`config.mk`:
```
export PLATFORM = sky130hd
export DESIGN_NAME = nib2sym_gearbox
export DESIGN_NICKNAME = d
export VERILOG_FILES = /design/src/rtl/nib2sym_pkg.sv /design/src/rtl/nib2sym_ctrl.sv /design/src/rtl/nib2sym_dpath.sv /design/src/rtl/nib2sym_gearbox.sv
export SDC_FILE = /design/constraint.sdc
export NUM_CORES = 1
export LEC_CHECK = 0
export BUFFER_PORTS_ARGS = -buffer_cell sky130_fd_sc_hd__buf_2
export CELL_PAD_IN_SITES_DETAIL_PLACEMENT = 1
export CELL_PAD_IN_SITES_GLOBAL_PLACEMENT = 2
export CORE_UTILIZATION = 30
export DETAILED_ROUTE_END_ITERATION = 8
export MAX_ROUTING_LAYER = met4
export PLACE_DENSITY = 0.72
export SYNTH_ARGS = -nofsm -noshare
export SYNTH_HDL_FRONTEND = slang
export SYNTH_SLANG_ARGS = --single-unit
```
`constraint.sdc`:
```
create_clock -name clk -period 1.4 [get_ports clk]
set_clock_uncertainty 0.15 [all_clocks]
set_input_delay 0.35 -clock clk [delete_from_list [all_inputs] [get_ports clk]]
set_output_delay 0.35 -clock clk [all_outputs]
set_load 0.01 [all_outputs]
```
`src/rtl/nib2sym_pkg.sv`:
```
package nib2sym_pkg;

  // Configuration: input slice width and output symbol width.
  localparam int NIB_W = 4;
  localparam int SYM_W = 10;

  function automatic int gcdOf(input int a, input int b);
    int x;
    int y;
    int t;
    x = a;
    y = b;
    while (y != 0) begin
      t = x % y;
      x = y;
      y = t;
    end
    return x;
  endfunction

  // The fill level only ever takes multiples of the gcd. The most bits waiting
  // before a new slice arrives is SYM_W - gcd, so the staging depth is that plus a slice.
  localparam int STEP_W     = gcdOf(NIB_W, SYM_W);
  localparam int STAGE_W    = SYM_W - STEP_W + NIB_W;
  localparam int SHIFT_SPAN = STAGE_W - SYM_W;
  localparam int FILL_W     = $clog2(STAGE_W + 1);
  localparam int OFS_W      = (SHIFT_SPAN < 1) ? 1 : $clog2(SHIFT_SPAN + 1);

  // Strobes from control to datapath.
  typedef struct packed {
    logic             capture;
    logic [OFS_W-1:0] offset;
  } gbStrobe_t;

endpackage

```
`src/rtl/nib2sym_ctrl.sv`:
```
module nib2sym_ctrl
  import nib2sym_pkg::*;
(
  input  logic      clk,
  input  logic      rstN,
  output gbStrobe_t strb
);

  logic [FILL_W-1:0] fillQ;
  logic [FILL_W-1:0] fillSum;
  logic              capNext;
  logic [OFS_W-1:0]  offNext;
  gbStrobe_t         strbQ;

  always_comb begin
    fillSum = fillQ + FILL_W'(NIB_W);
    capNext = (fillSum >= FILL_W'(SYM_W));
    // The oldest pending bit sits at STAGE_W - fillSum once the new slice has shifted in.
    offNext = OFS_W'(FILL_W'(STAGE_W) - fillSum);
  end

  always_ff @(posedge clk) begin
    if (!rstN) begin
      fillQ <= '0;
      strbQ <= '0;
    end else begin
      fillQ         <= capNext ? (fillSum - FILL_W'(SYM_W)) : fillSum;
      strbQ.capture <= capNext;
      strbQ.offset  <= capNext ? offNext : '0;
    end
  end

  assign strb = strbQ;

endmodule

```
`src/rtl/nib2sym_dpath.sv`:
```
module nib2sym_dpath
  import nib2sym_pkg::*;
(
  input  logic             clk,
  input  logic             rstN,
  input  logic [NIB_W-1:0] inNib,
  input  gbStrobe_t        strb,
  output logic [SYM_W-1:0] outWord,
  output logic             outValid
);

  logic [STAGE_W-1:0] stageQ;
  logic [SYM_W-1:0]   pickBits;
  logic [SYM_W-1:0]   wordQ;
  logic               validQ;

  // Staging register: the newest slice enters at the top, the oldest bits sit at the bottom.
  always_ff @(posedge clk) begin
    if (!rstN) stageQ <= '0;
    else       stageQ <= {inNib, stageQ[STAGE_W-1:NIB_W]};
  end

  // One multiplexer per output bit, steered by the alignment offset.
  for (genvar j = 0; j < SYM_W; j++) begin : g_pick
    always_comb begin
      pickBits[j] = 1'b0;
      for (int o = 0; o <= SHIFT_SPAN; o++) begin
        if (strb.offset == OFS_W'(o)) pickBits[j] = stageQ[j + o];
      end
    end
  end

  always_ff @(posedge clk) begin
    if (!rstN) begin
      wordQ  <= '0;
      validQ <= 1'b0;
    end else begin
      validQ <= strb.capture;
      if (strb.capture) wordQ <= pickBits;
    end
  end

  assign outWord  = wordQ;
  assign outValid = validQ;

endmodule

```
`src/rtl/nib2sym_gearbox.sv`:
```
module nib2sym_gearbox
  import nib2sym_pkg::*;
(
  input  logic             clk,
  input  logic             rstN,
  input  logic [NIB_W-1:0] inNib,
  output logic [SYM_W-1:0] outWord,
  output logic             outValid
);

  gbStrobe_t strb;

  nib2sym_ctrl ctrl_i (
    .clk  (clk),
    .rstN (rstN),
    .strb (strb)
  );

  nib2sym_dpath dpath_i (
    .clk      (clk),
    .rstN     (rstN),
    .inNib    (inNib),
    .strb     (strb),
    .outWord  (outWord),
    .outValid (outValid)
  );

endmodule

```
==> impl_metrics.csv <==
group,metric,value,unit
status,status,"finished, violations left",
status,failed_checks,"negative setup slack",
timing,finalMaxSlewViolations,0,
grt,antenna_found_initial,0,
synth,synth_flop_cell,"dfxtp_1",
place,place_ws,-0.0362,ns
place,gp_congestion,0.727,
floorplanning,design.die.area,3710,sq um
power_and_ir_drop,peakVddDrop,0.889,mV
timing,setup_viol,3,
synth,ys_seq_elements,28,
grt,grt-ovfl-total,0,
place,io_buffer_count,16,
synth,netlist_instances,98,
synth,yosysUniqueCellTypes,20,
layout,synthToLayoutAreaGrowth,29.9,%
grt,grt_pass1_wl,3.28,mm
worst_hold_path,holdPathStages,2,
synth,synth_common_cells,"dfxtp_1, and2_1, a211oi_1",
critical_path,required,1.49,ns
timing,fin_ws,-0.0473,ns
synth,synth_most_common_cell,"dfxtp_1",
clock_network,clockBufferDepth,2,
critical_path,worstSetupEndpointType,"flip-flop",
timing,min_period_over_period,103,%
floorplanning,io_pins,17,
place,dp_hpwl,1.46,mm
synth,yosysTopAreaCell,"dfxtp_1",
layout,stdcell_area,1350,sq um
synth,synthTopCellsByArea,"dfxtp_1, mux2i_1, a211oi_1",
route,dr.pass1.iters,3,
route,drt_iter0_markers,11,
critical_path,crit_start,"ctrl_i.fillQ[2]$_SDFF_PN0_",
place,dp.cells,163,
critical_path,start_kind,"flip-flop",
clock_network,path_clk_slew,0.15,ns
critical_path,rrSetupSlack,-0.05,ns
power_and_ir_drop,cellLeakagePower,0.521,nW
timing,rsz0062_at_grt,"yes",
place,dpl_cell_area,1220,sq um
clock_network,clock-sinks,28,
critical_path,cp.depth,5,
layout,diodes,0,
floorplanning,die_x,60.9,microns
floorplanning,die_y,60.9,microns
critical_path,slowest_stage,"dfxtp_4",
synth,async_reset_ff_share,0,%
job,max_cap_viol_count,0,
timing,final_hold_viol_count,0,
grt,grt_usage,13.0,%
grt,grt_start_max_net_pins,22,
synth,synth_top_cell_area_share,53.8,%
critical_path,critPathArrivalTime,1.54,ns
critical_path,cp_top_family,"flip-flops",
critical_path,r2r_start,"ctrl_i.fillQ[2]$_SDFF_PN0_",
route,ant_nets,0,
clock_network,clockRootBuffer,"clkbuf_4",
synth,avgSynthCellArea,10.6,sq um
critical_path,timing.rr.end,"ctrl_i.fillQ[2]$_SDFF_PN0_",
synth,synth_area,1040,sq um
layout,final_nets,132,
synth,syn_nets,108,
timing,maxSlewHeadroom,82.3,%
layout,fin_cells,167,
timing,min_period,1.45,ns
clock_network,cts_htree_levels,1,
critical_path,reg2reg_depth,5,
worst_hold_path,worstHoldPathType,"in2reg",
route,via_per_inst,4.46,
floorplanning,rows,21,
critical_path,crit_buf_inv,1,
critical_path,crit_chain,"inv_2 > ha_4 > nand2b_4 > a21boi_2 > a311oi_1",
synth,synth_edf_count,0,
grt,grt_pass1_vias,700,
clock_network,hold_buffers,0,
timing,fmax,691,MHz
timing,worst_pin_slew,0.263,ns
floorplanning,start_util,31.2,%
power_and_ir_drop,powerDensity,1770,nW/um^2
layout,final_layout_size_suffix_gt1_share,36.4,%
critical_path,worstSetupEndpoint,"ctrl_i.fillQ[2]$_SDFF_PN0_",
route,vias,744,
clock_network,cts_made_buffers,3,
critical_path,crit_type,"reg2reg",
clock_network,insertion_delay,0.33,ns
clock_network,cts_tree,"yes",
route,route.detailed.drc,0,
critical_path,cp_max_fo,5,
route,routed_wl,2.14,mm
synth,ys_warn_count,0,
floorplanning,coreArea,3340,sq um
route,routedWlPerCell,12.8,microns
critical_path,crit_path_max_incr_delay,0.41,ns
synth,ys_seq_area_share,53.8,%
metal layers:
layer	GRT usage (%)	wire (microns)	vias to the layer above
met4	9.74	57	0
met3	1.92	58	4
met2	19.9	1020	14
met1	15.4	995	348
met5	-	0	-
li1	-	-	378
area by class of cell:
cell class	count	area (sq um)
multi-input cells	60	510
well taps	46	57.6
flip-flops and latches	28	569
clock inverters	1	30.0
fillers	391	1980
inverters	5	18.8
clock buffers	3	22.5
repair buffers	24	144
worst reg2reg max path, stage by stage (launching register included):
cell and delay [ns]:
dfxtp_4 0.41, inv_2 0.05, ha_4 0.26, nand2b_4 0.15, a21boi_2 0.06, a311oi_1 0.28
per-stage QoR:
stage / hold slack, ns / power, mW / util [%] / TNS [ns]
finish: 0.0623 / 2.39 / 40.5 / -0.0603
global route: 0.0390 / 2.55 / 40.5 / -0.226
CTS: 0.0539 / 2.27 / 39.0 / -0.00660
detailed placement: 0.302 / 1.68 / 36.7 / -0.0716
global placement: 0.295 / 1.64 / 36.7 / 0
floorplan: 0.285 / 1.45 / - / 0
cells by family (layout without fill, tap and decap cells):
kind of cell,after synthesis,after routing,share of synthesized area (%)
multiplexers,10,10,9.62
AND/OR/NAND/NOR,27,27,14.4
flip-flops,28,28,53.8
adder cells (fa/ha/maj),4,4,4.81
AO/OA/AOI/OAI,19,19,13.2
buffers and inverters,10,33,4.09
worst min-delay path by stage:
| stage | from | to |
|---|---|---|
| 6_report | inNib[3] | dpath_i.stageQ[11]$_SDFF_PN0_ |
| 3_3_place_gp | dpath_i.stageQ[11]$_SDFF_PN0_ | dpath_i.stageQ[7]$_SDFF_PN0_ |
| 4_1_cts | inNib[1] | dpath_i.stageQ[9]$_SDFF_PN0_ |
| 2_1_floorplan | dpath_i.stageQ[10]$_SDFF_PN0_ | dpath_i.stageQ[6]$_SDFF_PN0_ |
| 3_5_place_dp | dpath_i.stageQ[10]$_SDFF_PN0_ | dpath_i.stageQ[6]$_SDFF_PN0_ |
| 5_1_grt | inNib[1] | dpath_i.stageQ[9]$_SDFF_PN0_ |
power breakdown:
group	internal, mW	total [mW]	switching, mW
logic	0.418	0.821	0.403
clock network	0.290	0.533	0.243
registers	0.945	1.04	0.0942
total	1.65	2.39	0.740
state kept, by name (all words and copies together), names as in the netlist:
register	flops
dpath_i.outWord	10
ctrl_i.strb	2
dpath_i.outValid	1
dpath_i.stageQ	12
ctrl_i.fillQ	3
layout by cell type (no fill, tap or decap), types with 2 or more instances in the layout:
cell      count
mux2i_1      10
dfxtp_4       2
inv_2         2
a211oi_1     11
clkbuf_4      3
inv_1         3
a21oi_2       2
and2_1       13
buf_4         7
dfxtp_1      25
ha_4          3
nor2_1       10
buf_2        16
timing repair:
action / in CTS / in global routing
setup endpoints to repair: 4 / 4
pin swaps: 2 / 3
gates resized for setup: 7 / 13
gates cloned: 0 / 0
setup buffers: 0 / 0
(Power assumes the default switching activity.)
